===== src/rtl/sndio_pkg.sv =====
package sndio_pkg;
  typedef enum logic [2:0] {
    RG_RAM,
    RG_ROM,
    RG_TEST,
    RG_CTRL,
    RG_IDX,
    RG_DATA,
    RG_PERIOD,
    RG_COUNT
  } region_e;
endpackage


===== src/rtl/sndio_rst_sync.sv =====
module sndio_rst_sync (
  input  logic clk,
  input  logic rst_n,
  output logic rst_q_n
);
  logic meta_q;

  always_ff @(posedge clk or negedge rst_n) begin
    if (!rst_n) begin
      meta_q  <= 1'b0;
      rst_q_n <= 1'b0;
    end else begin
      meta_q  <= 1'b1;
      rst_q_n <= meta_q;
    end
  end
endmodule


===== src/rtl/sndio_map.sv =====
module sndio_map
  import sndio_pkg::*;
#(
  parameter int AW     = 16,
  parameter int ROM_AW = 6,
  parameter int NTMR   = 3,
  parameter int TSW    = 2
) (
  input  logic [AW-1:0]  addr,
  output region_e        rgn,
  output logic [TSW-1:0] tsel
);
  localparam logic [AW-5:0] PAGE_ID  = (AW-4)'(15);
  localparam int            CNT_BASE = 16 - NTMR;
  localparam int            PER_BASE = 16 - 2 * NTMR;

  logic [3:0] lo;
  assign lo = addr[3:0];

  always_comb begin
    rgn  = RG_RAM;
    tsel = '0;
    if (addr[AW-1:4] == PAGE_ID) begin
      case (lo)
        4'h0:    rgn = RG_TEST;
        4'h1:    rgn = RG_CTRL;
        4'h2:    rgn = RG_IDX;
        4'h3:    rgn = RG_DATA;
        default: begin
          if (lo >= 4'(CNT_BASE)) begin
            rgn  = RG_COUNT;
            tsel = TSW'(lo - 4'(CNT_BASE));
          end else if (lo >= 4'(PER_BASE)) begin
            rgn  = RG_PERIOD;
            tsel = TSW'(lo - 4'(PER_BASE));
          end
        end
      endcase
    end else if (&addr[AW-1:ROM_AW]) begin
      rgn = RG_ROM;
    end
  end
endmodule


===== src/rtl/sndio_regs.sv =====
module sndio_regs
  import sndio_pkg::*;
#(
  parameter int DW   = 8,
  parameter int NTMR = 3
) (
  input  logic            clk,
  input  logic            rst_n,
  input  logic            wr,
  input  region_e         rgn,
  input  logic [DW-1:0]   wdata,
  output logic            ovl_q,
  output logic [NTMR-1:0] ten_q,
  output logic [DW-1:0]   idx_q
);
  logic            ctrl_en, idx_en;
  logic            ovl_d;
  logic [NTMR-1:0] ten_d;
  logic [DW-1:0]   idx_d;

  always_comb begin
    ctrl_en = wr && (rgn == RG_CTRL);
    idx_en  = wr && (rgn == RG_IDX);
    ovl_d   = wdata[DW-1];
    ten_d   = wdata[NTMR-1:0];
    idx_d   = wdata;
  end

  always_ff @(posedge clk or negedge rst_n) begin
    if (!rst_n) begin
      ovl_q <= 1'b1;
      ten_q <= '0;
    end else if (ctrl_en) begin
      ovl_q <= ovl_d;
      ten_q <= ten_d;
    end
  end

  always_ff @(posedge clk or negedge rst_n) begin
    if (!rst_n) begin
      idx_q <= '0;
    end else if (idx_en) begin
      idx_q <= idx_d;
    end
  end
endmodule


===== src/rtl/sndio_rdmux.sv =====
module sndio_rdmux
  import sndio_pkg::*;
#(
  parameter int DW   = 8,
  parameter int NTMR = 3,
  parameter int CW   = 4,
  parameter int TSW  = 2
) (
  input  region_e            rgn,
  input  logic [TSW-1:0]     tsel,
  input  logic               ovl,
  input  logic [DW-1:0]      idx,
  input  logic [DW-1:0]      ram_rdata,
  input  logic [DW-1:0]      rom_rdata,
  input  logic [DW-1:0]      dsp_rdata,
  input  logic [NTMR*CW-1:0] tmr_cnt,
  output logic [DW-1:0]      rdata
);
  logic [CW-1:0] cnt_sel;

  always_comb begin
    cnt_sel = '0;
    for (int i = 0; i < NTMR; i++) begin
      if (tsel == TSW'(i)) cnt_sel = tmr_cnt[i*CW +: CW];
    end
  end

  always_comb begin
    case (rgn)
      RG_ROM:   rdata = ovl ? rom_rdata : ram_rdata;
      RG_IDX:   rdata = idx;
      RG_DATA:  rdata = dsp_rdata;
      RG_COUNT: rdata = DW'(cnt_sel);
      RG_TEST, RG_CTRL, RG_PERIOD: rdata = '0;
      default:  rdata = ram_rdata;
    endcase
  end
endmodule


===== src/rtl/sndio_page_dec.sv =====
module sndio_page_dec
  import sndio_pkg::*;
#(
  parameter int AW     = 16,
  parameter int DW     = 8,
  parameter int ROM_AW = 6,
  parameter int NTMR   = 3,
  parameter int CW     = 4
) (
  input  logic               clk,
  input  logic               rst_n,
  input  logic [AW-1:0]      cpu_addr,
  input  logic [DW-1:0]      cpu_wdata,
  input  logic               cpu_rd,
  input  logic               cpu_wr,
  output logic [DW-1:0]      cpu_rdata,
  output logic [AW-1:0]      ram_addr,
  output logic [DW-1:0]      ram_wdata,
  output logic               ram_re,
  output logic               ram_we,
  input  logic [DW-1:0]      ram_rdata,
  output logic [ROM_AW-1:0]  rom_addr,
  output logic               rom_re,
  input  logic [DW-1:0]      rom_rdata,
  output logic [DW-2:0]      dsp_addr,
  output logic [DW-1:0]      dsp_wdata,
  output logic               dsp_re,
  output logic               dsp_we,
  input  logic [DW-1:0]      dsp_rdata,
  output logic [NTMR-1:0]    tmr_enable,
  output logic [NTMR-1:0]    tmr_period_we,
  output logic [NTMR-1:0]    tmr_cnt_rd,
  output logic [NTMR-1:0]    tmr_cnt_clr,
  input  logic [NTMR*CW-1:0] tmr_cnt
);
  localparam int TSW = (NTMR > 1) ? $clog2(NTMR) : 1;

  logic           rst_q_n;
  region_e        rgn;
  logic [TSW-1:0] tsel;
  logic           ovl_q;
  logic [DW-1:0]  idx_q;

  sndio_rst_sync u_rst (
    .clk     (clk),
    .rst_n   (rst_n),
    .rst_q_n (rst_q_n)
  );

  sndio_map #(.AW(AW), .ROM_AW(ROM_AW), .NTMR(NTMR), .TSW(TSW)) u_map (
    .addr (cpu_addr),
    .rgn  (rgn),
    .tsel (tsel)
  );

  sndio_regs #(.DW(DW), .NTMR(NTMR)) u_regs (
    .clk   (clk),
    .rst_n (rst_q_n),
    .wr    (cpu_wr),
    .rgn   (rgn),
    .wdata (cpu_wdata),
    .ovl_q (ovl_q),
    .ten_q (tmr_enable),
    .idx_q (idx_q)
  );

  sndio_rdmux #(.DW(DW), .NTMR(NTMR), .CW(CW), .TSW(TSW)) u_rdmux (
    .rgn       (rgn),
    .tsel      (tsel),
    .ovl       (ovl_q),
    .idx       (idx_q),
    .ram_rdata (ram_rdata),
    .rom_rdata (rom_rdata),
    .dsp_rdata (dsp_rdata),
    .tmr_cnt   (tmr_cnt),
    .rdata     (cpu_rdata)
  );

  always_comb begin
    ram_addr  = cpu_addr;
    ram_wdata = cpu_wdata;
    ram_re    = cpu_rd && ((rgn == RG_RAM) || ((rgn == RG_ROM) && !ovl_q));
    ram_we    = cpu_wr && ((rgn == RG_RAM) || (rgn == RG_ROM));
    rom_addr  = cpu_addr[ROM_AW-1:0];
    rom_re    = cpu_rd && (rgn == RG_ROM) && ovl_q;
    dsp_addr  = idx_q[DW-2:0];
    dsp_wdata = cpu_wdata;
    dsp_re    = cpu_rd && (rgn == RG_DATA);
    dsp_we    = cpu_wr && (rgn == RG_DATA) && !idx_q[DW-1];
  end

  for (genvar g = 0; g < NTMR; g++) begin : g_tmr
    logic hit;
    assign hit               = (tsel == TSW'(g));
    assign tmr_period_we[g]  = cpu_wr && (rgn == RG_PERIOD) && hit;
    assign tmr_cnt_rd[g]     = cpu_rd && (rgn == RG_COUNT) && hit;
    assign tmr_cnt_clr[g]    = cpu_wr && (rgn == RG_COUNT) && hit;
  end
endmodule


===== config.mk =====
export PLATFORM = sky130hd
export DESIGN_NAME = sndio_page_dec
export DESIGN_NICKNAME = d
export VERILOG_FILES = /design/src/rtl/sndio_pkg.sv /design/src/rtl/sndio_rst_sync.sv /design/src/rtl/sndio_map.sv /design/src/rtl/sndio_regs.sv /design/src/rtl/sndio_rdmux.sv /design/src/rtl/sndio_page_dec.sv
export SDC_FILE = /design/constraint.sdc
export NUM_CORES = 1
export LEC_CHECK = 0
export ABC_AREA = 1
export BUFFER_PORTS_ARGS = -buffer_cell sky130_fd_sc_hd__buf_4
export CAP_MARGIN = 40
export CORE_MARGIN = 10
export CORE_UTILIZATION = 43
export DETAILED_ROUTE_END_ITERATION = 12
export PLACE_DENSITY = 0.88
export SETUP_SLACK_MARGIN = 0.15
export SKIP_CTS_REPAIR_TIMING = 1
export SYNTH_ARGS = -nofsm -noshare
export SYNTH_HDL_FRONTEND = slang
export SYNTH_SLANG_ARGS = --single-unit
export TNS_END_PERCENT = 50

===== constraint.sdc =====
create_clock -name clk -period 1.5 [get_ports clk]
set_input_delay 0 -clock clk [delete_from_list [all_inputs] [get_ports clk]]
set_output_delay 0 -clock clk [all_outputs]
set_load 0.03 [all_outputs]

==> flow_metrics.tcl <==
set metrics [dict create \
    netlist_top_cells_area "nand2_1 (18%), buf_4 (17%), dfrtp_1 (16%), nand3_1 (11%), nand4_1 (5.7%)" \
    timing.rr.end "u_regs.ovl_q" \
    die_x_um 88.02 \
    drc_errors 0 \
    drv_slew 0 \
    fin_crit_ps 1702 \
    via_count 2899 \
    clock_path_buffers 2 \
    violations "setup timing" \
    critical_path_class "in -> out" \
    h-tree-depth 1 \
    wl_met3_mm 1.090 \
    synth_common_cells "nand2_1 (95), buf_4 (45), nand3_1 (43)" \
    die_h_um 88.02 \
    wl_per_cell_um 18.69 \
    n_antenna_cell 0 \
    grt_max_degree 13 \
    grt_pass1_vias 2706 \
    timing_hold_violations_final 0 \
    fin_nets 536 \
    io_pins 134 \
    drv_cap 0 \
    finalWeightedCongestion 0.8935 \
    wl_met2_mm 4.810 \
    grtUsageTotal 0.1869 \
    synth_most_common_cell "nand2_1" \
    r2r.worst_path.cells 3 \
    drt-met1-wl_mm 3.303 \
    required_ps 1500 \
    syn-num-nets 392 \
    setup_ws_ps -201.8 \
    clock.fmax_mhz 587.6 \
    cts_tree "yes" \
    rr_startpoint "u_regs.ovl_q" \
    synth_top_area_share 0.1792 \
    crit_path_start_kind "input pin" \
    drive_above_1_share 0.6180 \
    hp-start "cpu_wdata[5]" \
    syn-cell-area_um2 1989 \
    power_leakage_uw 0.001891 \
    fin_util 0.8407 \
    finalClockSkew_ps 1.552 \
    end_kind "output pin" \
    core_area_um2 4414 \
    rsz0062_at_grt "true" \
    path_max_fanout 8 \
    via_per_inst 5.597 \
    clock_latency_ps 240 \
    routed_wl_mm 9.679 \
    cts_sinks 14 \
    drtAntennaViolNets 0 \
    row_count 24 \
    yosysWarnings 0 \
    synthArstFlopShare 1.000 \
    drt_first_pass_iters 5 \
    setup_violations 27 \
    power_density_nw_per_um2 404.1 \
    synthFlopType "dfrtp_1" \
    place.detailed.hpwl_mm 6.701 \
    synth.avg_cell_area_um2 6.159 \
    synth_edf_count 0 \
    clk_pin_slew_ps 50 \
    cts-root-buf "clkbuf_8" \
    grt-ovfl-total 0 \
    whs_path_depth 3 \
    yosysSeqAreaShare 0.1767 \
    netlist_instances 323 \
    ys_types 30 \
    area_delta_synth_final_pct 86.54 \
    design.die.area_um2 7748 \
    drtIter0Drc 217 \
    initial_core_util 0.4507 \
    portBuffers 133 \
    top_layer_used "met4" \
    hold_path_class "in -> reg" \
    outcome "finished with violations" \
    numCtsBuffers 3 \
    grt_first_pass_wirelength_mm 12.23 \
    period_share 1.135 \
    antenna_found_initial 0 \
    timing.hold.ws_ps 5.831 \
    yosysTopAreaCell "nand2_1" \
    ys_seq_elements 14 \
    hold_end "u_regs.idx_q[5]" \
    regToRegSetupSlack_ps 510 \
    peakVddDrop_v 0.0005638 \
    arrival_ps 1700 \
]
## power by group
part	internal, uW	leakage (uW)	switching (uW)	total, uW
Sequential	381	0.000187	7.04	388
Combinational	336	0.00168	421	757
Clock	232	0.0000288	122	354
Total	949	0.00189	550	1500
## flip-flops by register name, summed over array words and instances, names as in the netlist
| name | cells |
|---|---|
| u_regs.ovl_q | 1 |
| u_regs.ten_q | 3 |
| u_rst.meta_q | 1 |
| u_regs.idx_q | 8 |
| u_rst.rst_q_n | 1 |
## cell families after synthesis
group / after synthesis / share of synthesized area
AND/OR/NAND/NOR: 208 / 0.5025
AO/OA/AOI/OAI: 14 / 0.04591
other: 1 / 0.001885
flip-flops: 14 / 0.1767
buffers and inverters: 81 / 0.2415
adder cells (fa/ha/maj): 5 / 0.03145
## critical path, stage by stage
cell and delay (ps):
buf_12 120, inv_16 40, ha_4 150, inv_4 60, nand3_2 90, nand2_2 150, nand3_4 130, buf_4 170
nand2_2 80, nor2_4 50, buf_6 130, nand4_1 120, nand2_1 90, inv_1 60, nand4_1 90, buf_6 160
## per-layer routing
metal,vias up,GRT usage
li1,1303,-
met1,1336,0.1985
met2,200,0.3519
met3,60,0.06221
met4,0,0.03281
met5,-,0
## worst max path at each step
stage               cells past startpoint              end  slack [ps]          from
floorplan                              16  u_regs.idx_q[7]         -20   cpu_addr[1]
global placement                       14     cpu_rdata[5]        -200   cpu_addr[0]
detailed placement                     11    tmr_cnt_rd[2]        -260  cpu_addr[11]
CTS                                    10    tmr_cnt_rd[2]        -270  cpu_addr[11]
global route                           16     cpu_rdata[0]        -280   cpu_addr[0]
finish                                 16     cpu_rdata[1]        -200   cpu_addr[0]
## final cells by class
type                    instances  area, um^2
well taps                      52       65.06
repair buffers                187        1514
multi-input cells             228        1563
fillers                       249       703.2
inverters                      33       162.7
clock buffers                   4       55.05
flip-flops and latches         14       351.6
## through the flow
stage	std cells	setup slack (ps)	instance area [um^2]	setup TNS [ps]	total power [uW]
2_1_floorplan	323	-17.66	2111	-113.5	756.2
3_3_place_gp	505	-195.5	3156	-4509	1024
3_5_place_dp	505	-262.1	3156	-7007	1038
4_1_cts	509	-265.7	3211	-4564	1393
5_1_grt	518	-278.8	3711	-4662	1560
6_report	518	-201.8	3711	-2482	1500
## placed cells by master (no fill, tap or decap), types with 2 or more instances in the layout
master	instances
nand2_4	10
inv_1	19
nand3_4	3
nor3_4	2
nor2_1	10
dfrtp_1	13
clkbuf_8	4
nor2_2	3
o21ai_1	3
nand3_1	29
nand4_1	18
nor2_4	13
buf_4	162
o21ai_2	4
buf_6	22
nand3_2	13
buf_12	2
nor3_1	3
nand2_2	20
nand2_8	2
nor3_2	2
nand2_1	75
inv_16	2
inv_2	9
ha_4	4
a21oi_2	2
o21ai_0	3
Note: power is estimated with default switching activity, not from simulation.
